===== src/rtl/ebuf_pkg.sv =====
package ebuf_pkg;
  localparam int CH_W  = 8;
  localparam int SIG_W = 4;

  typedef struct packed {
    logic [CH_W-1:0]  b1;
    logic [CH_W-1:0]  b2;
    logic [SIG_W-1:0] d;
  } frame_t;
endpackage


===== src/rtl/ebuf_slots.sv =====
module ebuf_slots
  import ebuf_pkg::*;
#(
  parameter int SLOTS = 3,
  parameter int PRIME = 2
) (
  input  logic   clk,
  input  logic   rst_n,
  input  logic   wr_en,
  input  frame_t wr_frame,
  input  logic   rd_fire,
  input  logic   recentre,
  output frame_t rd_frame,
  output logic   rd_valid
);
  localparam int PW     = $clog2(SLOTS);
  localparam int CW     = $clog2(PRIME + 1);
  localparam int MIDOFF = SLOTS - 1 - (SLOTS - 1) / 2;

  frame_t        mem [SLOTS];
  logic [PW-1:0] wptr, rptr, wptr_nx, rptr_nx;
  logic [CW-1:0] fill;

  function automatic logic [PW-1:0] step(input logic [PW-1:0] p, input int n);
    int s;
    s = (int'(p) + n) % SLOTS;
    return s[PW-1:0];
  endfunction

  always_comb begin
    wptr_nx = wr_en ? step(wptr, 1) : wptr;
    if (recentre)     rptr_nx = step(wptr_nx, MIDOFF);
    else if (rd_fire) rptr_nx = step(rptr, 1);
    else              rptr_nx = rptr;
  end

  // one whole frame per slot, written in a single cycle
  for (genvar g = 0; g < SLOTS; g++) begin : g_slot
    always_ff @(posedge clk) begin
      if (!rst_n)                            mem[g] <= '0;
      else if (wr_en && wptr == PW'(g))      mem[g] <= wr_frame;
    end
  end

  always_ff @(posedge clk) begin
    if (!rst_n) begin
      wptr     <= '0;
      rptr     <= '0;
      fill     <= '0;
      rd_valid <= 1'b0;
    end else begin
      wptr <= wptr_nx;
      rptr <= rptr_nx;
      if (wr_en && !rd_valid) begin
        fill <= fill + 1'b1;
        if (fill == CW'(PRIME - 1)) rd_valid <= 1'b1;
      end
    end
  end

  assign rd_frame = mem[rptr];

  assert_ptr_range_R2: assert property (@(posedge clk) disable iff (!rst_n)
    (int'(wptr) < SLOTS) && (int'(rptr) < SLOTS));
  assert_valid_hold_R2: assert property (@(posedge clk) disable iff (!rst_n)
    rd_valid |=> rd_valid);
endmodule


===== src/rtl/ebuf_wander.sv =====
module ebuf_wander #(
  parameter int TPF   = 64,
  parameter int LIMIT = 13,
  parameter int LAG_W = 16
) (
  input  logic clk,
  input  logic rst_n,
  input  logic ref_tick,
  input  logic primed,
  input  logic rd_fire,
  input  logic loop_mode,
  output logic slip
);
  localparam int LAG_MAX = (1 << (LAG_W - 1)) - 1;

  logic signed [LAG_W-1:0] lag;
  logic                    based;
  int                      lag_sum;

  always_comb begin
    lag_sum = int'(lag) + (ref_tick ? 1 : 0) - TPF;
    slip    = rd_fire && based && !loop_mode &&
              ((lag_sum >= LIMIT) || (lag_sum <= -LIMIT));
  end

  always_ff @(posedge clk) begin
    if (!rst_n) begin
      lag   <= '0;
      based <= 1'b0;
    end else if (rd_fire) begin
      based <= 1'b1;
      if (!based || loop_mode || slip) lag <= '0;
      else                             lag <= LAG_W'(lag_sum);
    end else if (primed && ref_tick && (int'(lag) != LAG_MAX)) begin
      lag <= lag + 1'b1;
    end
  end

  assert_slip_rebase_R6: assert property (@(posedge clk) disable iff (!rst_n)
    slip |=> (lag == '0));
  assert_lag_window_R6: assert property (@(posedge clk) disable iff (!rst_n)
    rd_fire |=> ((int'(lag) < LIMIT) && (int'(lag) > -LIMIT)));
  assert_loop_rebase_R8: assert property (@(posedge clk) disable iff (!rst_n)
    (loop_mode && rd_fire) |=> (lag == '0));
endmodule


===== src/rtl/ebuf_warn.sv =====
module ebuf_warn #(
  parameter int REPEAT = 2
) (
  input  logic clk,
  input  logic rst_n,
  input  logic slip,
  input  logic ci_fs,
  output logic slip_warn
);
  localparam int RW = $clog2(REPEAT + 1);

  logic [RW-1:0] pend;

  always_ff @(posedge clk) begin
    if (!rst_n) begin
      pend      <= '0;
      slip_warn <= 1'b0;
    end else begin
      if (ci_fs) slip_warn <= (pend != '0);
      if (slip)                        pend <= RW'(REPEAT);
      else if (ci_fs && pend != '0)    pend <= pend - 1'b1;
    end
  end

  assert_warn_on_frame_R7: assert property (@(posedge clk) disable iff (!rst_n)
    !ci_fs |=> $stable(slip_warn));
  assert_arm_twice_R7: assert property (@(posedge clk) disable iff (!rst_n)
    slip |=> (pend == RW'(REPEAT)));
endmodule


===== src/rtl/elastic_frame_buffer.sv =====
module elastic_frame_buffer
  import ebuf_pkg::*;
#(
  parameter int SLOTS  = 3,
  parameter int PRIME  = 2,
  parameter int TPF    = 64,
  parameter int LIMIT  = 13,
  parameter int LAG_W  = 16,
  parameter int REPEAT = 2
) (
  input  logic             clk,
  input  logic             rst_n,
  input  logic             ref_tick,
  input  logic             loop_mode,
  input  logic             wr_valid,
  output logic             wr_ready,
  input  logic [CH_W-1:0]  wr_b1,
  input  logic [CH_W-1:0]  wr_b2,
  input  logic [SIG_W-1:0] wr_d,
  output logic             rd_valid,
  input  logic             rd_ready,
  output logic [CH_W-1:0]  rd_b1,
  output logic [CH_W-1:0]  rd_b2,
  output logic [SIG_W-1:0] rd_d,
  input  logic             ci_fs,
  output logic             slip_warn
);
  frame_t in_frame, out_frame;
  logic   rd_fire, slip;

  assign wr_ready = 1'b1;
  assign in_frame = '{b1: wr_b1, b2: wr_b2, d: wr_d};
  assign rd_fire  = rd_valid && rd_ready;
  assign rd_b1    = out_frame.b1;
  assign rd_b2    = out_frame.b2;
  assign rd_d     = out_frame.d;

  ebuf_slots #(.SLOTS(SLOTS), .PRIME(PRIME)) u_slots (
    .clk(clk), .rst_n(rst_n), .wr_en(wr_valid), .wr_frame(in_frame),
    .rd_fire(rd_fire), .recentre(slip), .rd_frame(out_frame), .rd_valid(rd_valid)
  );

  ebuf_wander #(.TPF(TPF), .LIMIT(LIMIT), .LAG_W(LAG_W)) u_wander (
    .clk(clk), .rst_n(rst_n), .ref_tick(ref_tick), .primed(rd_valid),
    .rd_fire(rd_fire), .loop_mode(loop_mode), .slip(slip)
  );

  ebuf_warn #(.REPEAT(REPEAT)) u_warn (
    .clk(clk), .rst_n(rst_n), .slip(slip), .ci_fs(ci_fs), .slip_warn(slip_warn)
  );
endmodule


===== config.mk =====
export PLATFORM = sky130hd
export DESIGN_NAME = elastic_frame_buffer
export DESIGN_NICKNAME = d
export VERILOG_FILES = /design/src/rtl/ebuf_pkg.sv /design/src/rtl/ebuf_slots.sv /design/src/rtl/ebuf_wander.sv /design/src/rtl/ebuf_warn.sv /design/src/rtl/elastic_frame_buffer.sv
export SDC_FILE = /design/constraint.sdc
export NUM_CORES = 1
export LEC_CHECK = 0
export BUFFER_PORTS_ARGS = -buffer_cell sky130_fd_sc_hd__buf_2
export CAP_MARGIN = 10
export CORE_MARGIN = 2
export CORE_UTILIZATION = 34
export DETAILED_ROUTE_END_ITERATION = 16
export PLACE_DENSITY = 0.56
export SLEW_MARGIN = 0
export SYNTH_ARGS = -nofsm -noshare
export SYNTH_HDL_FRONTEND = slang
export SYNTH_HIERARCHICAL = 1
export SYNTH_SLANG_ARGS = --single-unit

===== constraint.sdc =====
create_clock -name clk -period 8.21 [get_ports clk]
set_clock_uncertainty 0.05 [all_clocks]
set_input_delay 1.642 -clock clk [delete_from_list [all_inputs] [get_ports clk]]
set_output_delay 1.642 -clock clk [all_outputs]
set_load 0.05 [all_outputs]

Word level (Yosys, flattened, before mapping)
Memories as Yosys holds them, arrays and structs flattened. A register that Yosys moved wholly into a read port is not among the register bits.
Index checks and enable logic that the tools add are counted.
Word-level totals
  flip-flop bits (word level): 27
  RAM bits: 60
  output and inout bits: 23
  logic and storage cells: 79
  memories: 1
Cells by class
  $add $sub $neg: 8
  divide/modulo/power cells: 3
  order comparisons: 2
  eq/ne operators: 4
  muxes and demuxes: 24
  bitwise operators: 4
  reduce and logical (&&, ||, !) cells: 24
Memory list
  u_slots.mem: words 3, width 20, rd ports 1, clocked after Yosys merged registers in 1, wr ports 3, line ebuf_slots.sv:20  | frame_t mem [SLOTS];
Operator list (number)
  modulo 32 x 3 -> 32 bit, second input constant: 3
  two-way mux 20 bit: 3
  two-way mux 16 bit: 3
  >= comparator 32 x 5 -> 1 bit, second input constant: 1
  <= comparator 32 x 5 -> 1 bit, second input constant: 1
  subtractor 32 x 8 -> 32 bit, second input constant: 1
  adder 16 x 2 -> 17 bit: 1
  adder 16 x 1 -> 16 bit, second input constant: 1
  inequality test 16 bit, second input constant: 1
  two-way mux 2 bit: 7
  logical AND 1 bit: 11
  two-way mux 1 bit: 11
  adder 2 x 1 -> 3 bit, second input constant: 3
  nonzero test 2 bit: 4
  == test 2 x 1 -> 1 bit, second input constant: 2
  zero test 1 bit: 3
  logical OR 1 bit: 3
  OR 1 bit: 3
  adder 2 x 1 -> 2 bit, second input constant: 1
  == test 2 bit, second input constant: 1
  zero test 2 bit: 1
  AND reduction 2 bit: 1
  OR reduction 2 bit: 1
  subtractor 2 x 1 -> 2 bit, second input constant: 1
  NOT 1 bit: 1

Depth between registers and ports, before layout
Gate-level depths: netlist (run 1).
  word-level depth: 9
  depth in mapped cells: 14

By module
Netlist (run 1), hierarchy kept.
By module, submodules not included
  ebuf_slots: times used 1, cells an instance 243, area an instance 3121.7 sq um, sequential area each 1981.9 sq um
  ebuf_wander: times used 1, cells an instance 234, area an instance 1656.6 sq um, sequential area each 340.3 sq um
  ebuf_warn: times used 1, cells an instance 13, area an instance 146.4 sq um, sequential area each 60.1 sq um
  elastic_frame_buffer: times used 1, cells an instance 3, area an instance 17.5 sq um, sequential area each 0.0 sq um

Least setup slack after synthesis (run 1)
OpenSTA, ideal clock, no wires.
  kind: input to register
  start: input ref_tick
  end: register (tool-made name)
  library setup time: 0.087 ns
  arrival time: 4.628 ns
  setup slack: 3.446 ns
  cell stages on the path: 12
  path buffers: 1
  path through: ha_1 > ha_1 > and4_1 > clkbuf_1 > and2_1 > o311ai_0 > a32oi_2 > a211oi_1 > mux2_2 > ha_1 > o21ai_0 > a21boi_0
RTL lines
  start: declaration: line elastic_frame_buffer.sv:13  | input logic ref_tick,

==> flow_summary_export.csv, run 1 <==
group,metric,value,unit
sta,final.setup.tns,0,ns
yosys,synth-main-ff-cell,"edfxtp_1",
sta,max-slew-margin-rel,31.60,%
sta,rsz0062_at_grt,"false",
yosys,syn_nets,530,
global_routing,grt_pass1_vias,3648,
routing,post-route-drc-count,0,
routing,drt_first_iter_violations,240,
place,dp.cells,690,
routing,vias_per_cell,5.348,
sta,setup_slack,3.268,ns
yosys,synth_area_leaders,"edfxtp_1 36%, dfxtp_1 12%, and2_1 8.4%, mux2i_1 4.7%, o21ai_0 4.1%",
global_routing,grt_pass1_wl,18.61,mm
place,dp_hpwl,7.418,mm
clock_tree,cts.sinks,89,
yosys,yosysWarnings,6,
finish,drive_gt1_share,16.28,%
hold_path,holdCritPathClass,"flop to flop",
finish,stdcell_count,706,
clock_tree,cts_hold_buf,0,
sta,fmax,202.4,MHz
yosys,synth_most_common_cell,"and2_1",
routing,antenna_left,0,
yosys,synth_simple_gate_area_share,21.90,%
yosys,synth_top_area_cell,"edfxtp_1",
finish,fillers,1468,
yosys,async_flop_share,0,%
sta,setup_viol,0,
global_routing,grt_max_degree,41,
die,dieWidth,124.6,um
routing,dr_total_vias,3776,
routing,drt_wl_total,11.38,mm
clock_tree,cts_buffers,9,
sta,timing.final.crit_period,4.942,ns
pwr,max-vdd-ir-drop,0.09428,mV
clock_tree,root_buffer,"clkbuf_16",
yosys,synthesis.area,4942,um^2
routing,first_pass_iters,5,
pwr,power.density,188.2,nW/um^2
yosys,synth_xor_area_share,1.418,%
yosys,ys_top_cells_by_count,"66 x and2_1, 60 x edfxtp_1, 42 x nand2_1",
place,gp_routability_congestion,0.8506,
setup_path,critPathLaunchType,"input port",
finish,syn2layout_area_growth,11.16,%
die,ios,50,
clock_tree,cts_max_level,3,
finish,nNetsFinal,554,
yosys,synth_seq_cells,89,
setup_path,worstSetupEndpointType,"flop",
yosys,yosysSeqAreaShare,48.20,%
job,cap_viol_max_count,0,
yosys,muxShareOfSynthArea,4.886,%
yosys,synth_edf_count,60,
die,start_util,34.40,%
setup_path,worstPathMaxFanout,8,
place,io_buffers,48,
setup_path,worstSetupPathType,"input port to flop",
global_routing,antenna_found_initial,0,
yosys,synth_compound_area_share,15.54,%
die,chipHeight,124.6,um
clock_tree,clock_path_buffers,2,
yosys,synthCells,493,
sta,hold_violations,0,
clock_tree,cts_resized,0,
clock_tree,cts_setup_buffers,0,
yosys,ys_types,64,
yosys,synth-adder-area-share,2.532,%
die,rows,44,
setup_path,arrival,5.14,ns
run_status,outcome,"completed",
yosys,synth_top_family_by_area,"simple AND/OR/NAND/NOR gates",
place,preCtsSetupSlack,2.904,ns
sta,worst_slew_pin_slew,1.024,ns
clock_tree,clk_latency,0.34,ns
sta,fin_crit_sh,60.19,%
sta,report.final.slew_viol_count,0,
die,die-area,15520,um^2
global_routing,grt_overflow_total,0,
pwr,leakage,0.002046,uW
yosys,netlist.area_leader.share,36.46,%
yosys,syn_area_per_cell,10.02,um^2
clock_tree,clk_pin_slew,0.06,ns
clock_tree,cts_tree,"done",
finish,n_antenna_cell,0,
routing,routedWlPerCell,16.12,um
global_routing,gr-usage-all-layers,14.98,%
die,core,14370,um^2
setup_path,worstPathRequired,8.41,ns
## path summary, 6_finish.rpt
path                                        to  slack [ns]            start  depth (start not counted)
worst max-delay path                      flop        3.27         ref_tick                         13
worst min-delay path            u_wander/based        0.43   u_wander/based                          2
worst max register to register            flop        4.29  u_wander/lag[6]                          9
worst min register to register  u_wander/based        0.43   u_wander/based                          2
## state kept, by name, summed over array words and instances (netlist names), named ones only
name / count
u_slots/fill: 2
u_wander/lag: 16
u_wander/based: 1
u_warn/slip_warn: 1
u_warn/pend: 2
u_slots/wptr: 2
u_slots/rd_valid: 1
u_slots/mem: 60
u_slots/rptr: 2
## placed cells by master (no fill, tap or decap), drive strengths merged, types with 9 or more instances in the layout
| cell | count |
|---|---|
| and2 | 66 |
| edfxtp | 60 |
| buf | 51 |
| nand2 | 42 |
| o21ai | 41 |
| nor2 | 29 |
| dfxtp | 29 |
| mux2i | 23 |
| a21oi | 20 |
| inv | 15 |
| ha | 10 |
| and3 | 10 |
| clkbuf | 9 |
## cell type report
cell class              count  area, um^2  share of cell area [%]
flip-flops and latches     89        2382                   43.36
clock buffers               9       225.2                   4.099
multi-input cells         353        2291                   41.70
clock inverters             7       53.80                  0.9793
well taps                 184       230.2                   4.190
repair buffers             51       262.8                   4.783
inverters                  13       48.80                  0.8882
## power by group
part	switching [uW]	total, uW	internal, uW	leakage [uW]
combinational	91.8	130	38.0	0.00104
clock	180	388	208	0.000134
sequential	10.1	516	506	0.000868
total	282	1030	752	0.00205
## metal layers
layer | wire [um] | vias up | GRT usage (%)
met5 | 0 | - | 0
met4 | 85 | 0 | 4.032
met3 | 576 | 8 | 4.081
met2 | 5638 | 98 | 25.62
met1 | 5083 | 1850 | 18.62
li1 | - | 1820 | -
## logic make-up (layout without fill, tap and decap cells)
family	after synthesis	in the layout
AND/OR/NAND/NOR	195	195
AO/OA/AOI/OAI	115	115
flip-flops	89	89
multiplexers	24	24
other	1	1
XOR/XNOR	8	8
buffers and inverters	51	80
adder cells (fa/ha/maj)	10	10
## per-stage QoR
stage	hold WS (ns)	total power [uW]	area [um^2]	util (%)
CTS	0.4334	1052	5494	38.24
finish	0.4291	1034	5494	38.24
detailed placement	0.4176	658.3	5215	36.29
global placement	0.4028	654.3	5215	36.29
floorplan	0.3902	621.4	4942	-
global route	0.4642	1082	5494	38.24
## critical path, cell delays in order
cell and delay, ns:
buf_2 0.12, ha_1 0.25, ha_1 0.26, and4_1 0.33
a21boi_0 0.38, o22ai_1 0.16, o21ai_0 0.23, nor4_1 0.07
a211oi_1 0.68, mux2_2 0.42, ha_1 0.27, o21ai_0 0.07
a21boi_0 0.26
Note: power is estimated with default switching activity, not from simulation.
==> run 2: changes to the inputs <==
PLACE_DENSITY = 0.58   (was 0.56)
clock period = 4.3 ns   (was 8.21 ns; I/O delays follow)
==> run 2 against run 1 <==
  * Cell area rose by 0.46%
  * Total power rose by 89%
  * First-iteration DRC count rose by 25%
  * Flip-flop and latch count did not move
  * Sequential share of layout area fell by 0.20 points
  * Wire length fell by 4.1%
  * Via count fell by 1.1%
==> flow_summary_export.csv, run 2 (synthesized netlist as in run 1, its figures left out) <==
group,metric,value,unit
clock_tree,clock_path_buffers,2,
routing,routedWlPerCell,15.37,um
die,chipHeight,124.6,um
finish,drive_gt1_share,16.54,%
setup_path,worstSetupEndpointType,"flop",
clock_tree,cts_max_level,3,
sta,final.setup.tns,0,ns
pwr,max-vdd-ir-drop,0.1588,mV
routing,dr_total_vias,3736,
place,preCtsSetupSlack,0.1383,ns
global_routing,grt_overflow_total,0,
setup_path,worstReg2RegStart,"u_wander/lag[0]",
sta,worst_slew_pin_slew,1.019,ns
pwr,power_switching,521.1,uW
finish,n_antenna_cell,0,
die,dieWidth,124.6,um
routing,post-route-drc-count,0,
sta,timing.final.crit_period,3.819,ns
setup_path,critPathLaunchType,"input port",
die,ios,50,
global_routing,grt_pass1_vias,3627,
routing,antenna_left,0,
pwr,swShare,26.64,%
global_routing,grt_max_degree,41,
clock_tree,cts.sinks,89,
pwr,power.density,354.5,nW/um^2
pwr,seq_power_share,50.4,%
setup_path,crit_start,"ref_tick",
routing,drt_first_iter_violations,299,
run_status,outcome,"completed",
sta,rsz0062_at_grt,"false",
sta,fmax,261.8,MHz
sta,setup_viol,0,
global_routing,grt_pass1_wl,18.09,mm
global_routing,gr-usage-all-layers,14.41,%
finish,top_register,"u_slots/mem",
clock_tree,clk_pin_slew,0.06,ns
place,io_buffers,48,
finish,nNetsFinal,558,
routing,vias_per_cell,5.262,
finish,largest_reg_flops,60,
finish,syn2layout_area_growth,11.67,%
sta,fin_crit_sh,88.82,%
hold_path,holdCritPathClass,"flop to flop",
sta,report.final.slew_viol_count,0,
sta,max-slew-margin-rel,31.89,%
die,start_util,34.40,%
pwr,leakage,0.002060,uW
global_routing,antenna_found_initial,0,
job,cap_viol_max_count,0,
setup_path,rrSetupSlack,0.74,ns
die,die-area,15520,um^2
place,dp_hpwl,7.259,mm
setup_path,worst-r2r-cell-count,13,
clock_tree,cts_resized,0,
clock_tree,cts_hold_buf,0,
setup_path,worstSetupPathType,"input port to flop",
clock_tree,cts_setup_buffers,0,
clock_tree,root_buffer,"clkbuf_16",
clock_tree,cts_tree,"done",
setup_path,r2r-end,"u_slots/rptr[0]",
sta,setup_slack,0.4806,ns
finish,final_cell_mix,"66 x and2_1, 60 x edfxtp_1, 48 x buf_2, 42 x nand2_1, 40 x o21ai_0",
pwr,p_clk_share,36.9,%
clock_tree,clk_latency,0.34,ns
routing,first_pass_iters,4,
pwr,power_frac_comb,12.7,%
die,rows,44,
clock_tree,cts_buffers,9,
setup_path,worstPathMaxFanout,7,
setup_path,critPathCapture,"u_slots/rptr[0]",
die,core,14370,um^2
place,gp_routability_congestion,0.8494,
pwr,intPower,1435,uW
setup_path,worstPathRequired,4.49,ns
setup_path,arrival,4.01,ns
sta,hold_violations,0,
finish,reg_top3,"u_slots/mem: 60 flops, u_wander/lag: 16 flops",
routing,drt_wl_total,10.91,mm
finish,layout_commonest_cell,"and2_1",
## run 2: how the worst min path moves through the flow
| stage | from | to | slack (ns) | depth (start not counted) |
|---|---|---|---|---|
| after floorplan | u_wander/based | u_wander/based | 0.39 | 2 |
| after detailed placement | u_wander/based | u_wander/based | 0.41 | 2 |
| after global placement | u_wander/based | u_wander/based | 0.40 | 2 |
| after CTS | u_wander/based | u_wander/based | 0.44 | 2 |
| after global routing | u_wander/based | u_wander/based | 0.47 | 2 |
| final | u_wander/based | u_wander/based | 0.43 | 2 |
## run 2: final cells by class
| class | count | area (um^2) |
|---|---|---|
| fillers | 1403 | 8850 |
| flip-flops and latches | 89 | 2382 |
| multi-input cells | 353 | 2291 |
| repair buffers | 55 | 292.8 |
| clock buffers | 11 | 232.7 |
| well taps | 184 | 230.2 |
| inverters | 13 | 48.80 |
| clock inverters | 5 | 41.29 |
## run 2: critical path, cell delays in order
cell and delay (ns):
buf_2 0.12, ha_1 0.25, ha_1 0.25, and4_1 0.24
a211o_1 0.29, o32a_1 0.29, a2111oi_1 0.61, a211oi_1 0.20
buf_4 0.20, nand2_1 0.05, o21ai_0 0.08, ha_1 0.27
o21ai_0 0.06, a21boi_0 0.24
## run 2: power groups by stage
| stage | combinational (uW) | clock [uW] | sequential, uW |
|---|---|---|---|
| final | 248 | 723 | 986 |
| after global routing | 270 | 780 | 991 |
| after CTS | 252 | 748 | 986 |
| after detailed placement | 252 | 0 | 1010 |
| after global placement | 246 | 0 | 1000 |
| after floorplan | 182 | 0 | 1000 |
## run 2: through the flow
| step | std cells | power, uW | hold WS (ns) | area, um^2 | utilization [%] |
|---|---|---|---|---|---|
| after floorplan | 493 | 1187 | 0.3902 | 4942 | - |
| after global placement | 694 | 1249 | 0.4014 | 5245 | 36.50 |
| after detailed placement | 694 | 1257 | 0.4104 | 5245 | 36.50 |
| after CTS | 710 | 1987 | 0.4366 | 5519 | 38.41 |
| after global routing | 710 | 2041 | 0.4657 | 5519 | 38.41 |
| final | 710 | 1956 | 0.4323 | 5519 | 38.41 |
## run 2: layer usage
metal  vias up  part of all wire, %  track usage [%]  wire (um)
met5         -                    0                0          0
met4         0                  1.9            5.882        208
met3        14                  5.3            3.179        582
met2       111                   49            24.91       5357
met1      1776                   44            17.35       4763
li1       1835                    -                -          -
==> run 3: changes to the inputs <==
CORE_UTILIZATION = 30   (was 34)
CTS_BUF_LIST = sky130_fd_sc_hd__clkbuf_8   (was default)
==> run 3 against run 2 <==
  * Sequential share of layout area rose by 0.33 points
  * Combinational power barely moved
  * First-iteration DRC count fell by 7.0%
  * Total power fell by 6.7%
  * Critical endpoint unchanged
  * Flip-flop and latch count did not move
  * Sequential power barely moved
  * Setup slack improved by 0.050 ns
  * Highest routed layer unchanged
  * Cell area fell by 0.75%
==> flow_summary_export.csv, run 3 (synthesized netlist as in run 1, its figures left out) <==
group,metric,value,unit
run_status,outcome,"completed",
finish,reg_top3,"u_slots/mem: 60 flops, u_wander/lag: 16 flops",
setup_path,worstSetupEndpointType,"flop",
clock_tree,cts_max_level,3,
sta,final.setup.tns,0,ns
pwr,max-vdd-ir-drop,0.1236,mV
routing,dr_total_vias,3729,
global_routing,grt_util_met2,21.42,%
global_routing,grt_overflow_total,0,
die,start_util,30.89,%
finish,layout_commonest_cell,"and2_1",
clock_tree,clk_latency,0.37,ns
global_routing,top_usage_layer,"met2",
finish,largest_reg_flops,60,
clock_tree,clock_path_buffers,2,
pwr,seq_power_share,54.2,%
routing,antenna_left,0,
pwr,power_switching,512.0,uW
routing,first_pass_iters,4,
sta,timing.final.crit_period,3.770,ns
routing,routedWlPerCell,15.35,um
place,gp_routability_congestion,0.8911,
finish,drive_gt1_share,16.57,%
finish,fillers,1708,
global_routing,grt_pass1_wl,18.72,mm
die,core,16000,um^2
clock_tree,cts_hold_buf,0,
sta,report.final.slew_viol_count,0,
sta,setup_viol,0,
global_routing,grt_max_degree,31,
sta,fmax,265.3,MHz
clock_tree,cts_tree,"done",
setup_path,worstPathMaxFanout,7,
job,cap_viol_max_count,0,
setup_path,critPathLaunchType,"input port",
die,dieWidth,132.4,um
finish,multi_input_area,2291,um^2
global_routing,grt_use_met3,3.845,%
sta,holdWs,0.4409,ns
routing,post-route-drc-count,0,
clock_tree,cts_resized,0,
die,rows,46,
pwr,swShare,28.06,%
global_routing,grt_pass1_vias,3677,
finish,utilization,34.24,%
routing,vias_per_cell,5.032,
routing,drt_first_iter_violations,278,
hold_path,holdCritPathClass,"flop to flop",
setup_path,worstSetupPathType,"input port to flop",
clock_tree,cts_buffers,9,
finish,final_cell_mix,"66 x and2_1, 60 x edfxtp_1, 48 x buf_2, 42 x nand2_1, 40 x o21ai_0",
pwr,p_clk_share,32.3,%
sta,hold_violations,0,
clock_tree,cts.sinks,89,
place,dp_hpwl,7.666,mm
finish,stdcell_count,741,
sta,rsz0062_at_grt,"false",
setup_path,arrival,3.99,ns
pwr,intPower,1313,uW
setup_path,worstPathRequired,4.52,ns
finish,seq_area,2382,um^2
die,die-area,17520,um^2
finish,top_register,"u_slots/mem",
global_routing,gr-usage-all-layers,13.36,%
die,chipHeight,132.4,um
clock_tree,cts_setup_buffers,0,
place,io_buffers,48,
finish,n_antenna_cell,0,
die,ios,50,
clock_tree,root_buffer,"clkbuf_8",
setup_path,rrSetupSlack,0.74,ns
pwr,finalPower,1825,uW
routing,drt_wl_total,11.38,mm
global_routing,antenna_found_initial,0,
finish,syn2layout_area_growth,10.84,%
sta,max-slew-margin-rel,24.65,%
place,dp.cells,725,
clock_tree,clk_pin_slew,0.09,ns
finish,nNetsFinal,557,
global_routing,grt_use_met1,17.45,%
pwr,leakage,0.002032,uW
pwr,power.density,333.1,nW/um^2
sta,worst_slew_pin_slew,1.130,ns
sta,fin_crit_sh,87.66,%
pwr,power_frac_comb,13.5,%
-- run 3: cell count changes in the layout (fill, tap and decap cells not counted), sizes merged --
cell	previous run	this run
clkinvlp	2	0
buf	55	54
inv	14	16
bufinv	0	1
clkinv	2	3
clkbuf	11	9
-- run 3: area by class of cell --
type	instances	area share [%]
repair buffers	54	5.208
multi-input cells	353	41.82
clock inverters	7	1.393
well taps	216	4.934
flip-flops and latches	89	43.49
clock buffers	9	2.261
inverters	13	0.8908
-- run 3: critical path, stage by stage --
cell and delay [ns]:
buf_2 0.11, ha_1 0.24, ha_1 0.26, and4_1 0.24
a211o_1 0.29, o32a_1 0.28, a2111oi_1 0.58, a211oi_1 0.22
buf_4 0.20, nand2_1 0.05, o21ai_0 0.08, ha_1 0.27
o21ai_0 0.06, a21boi_0 0.23
-- run 3: worst paths after layout --
| path | startpoint | end | depth (start not counted) |
|---|---|---|---|
| worst max register to register | u_wander/lag[0] | u_slots/rptr[0] | 14 |
| worst min register to register | u_wander/based | u_wander/based | 2 |
| worst max-delay path | ref_tick | u_slots/rptr[0] | 14 |
| worst min-delay path | u_wander/based | u_wander/based | 2 |
-- run 3: stage by stage --
step	instance area, um^2	setup slack (ns)
after floorplan	4942	0.3175
after global placement	5278	0.3130
after detailed placement	5278	0.1893
after CTS	5478	0.5735
after global routing	5478	0.2964
final	5478	0.5304
-- run 3: routing by layer --
metal	vias up	routed length, um
met2	112	5336
met4	0	145
met1	1777	5182
met3	13	714
met5	-	0
li1	1827	-
-- run 3: power by group through the flow --
stage / logic, uW / clock network [uW] / registers (uW)
final: 246 / 590 / 989
after global routing: 267 / 644 / 996
after CTS: 249 / 613 / 990
after detailed placement: 248 / 0 / 1010
after global placement: 242 / 0 / 1010
after floorplan: 182 / 0 / 1000
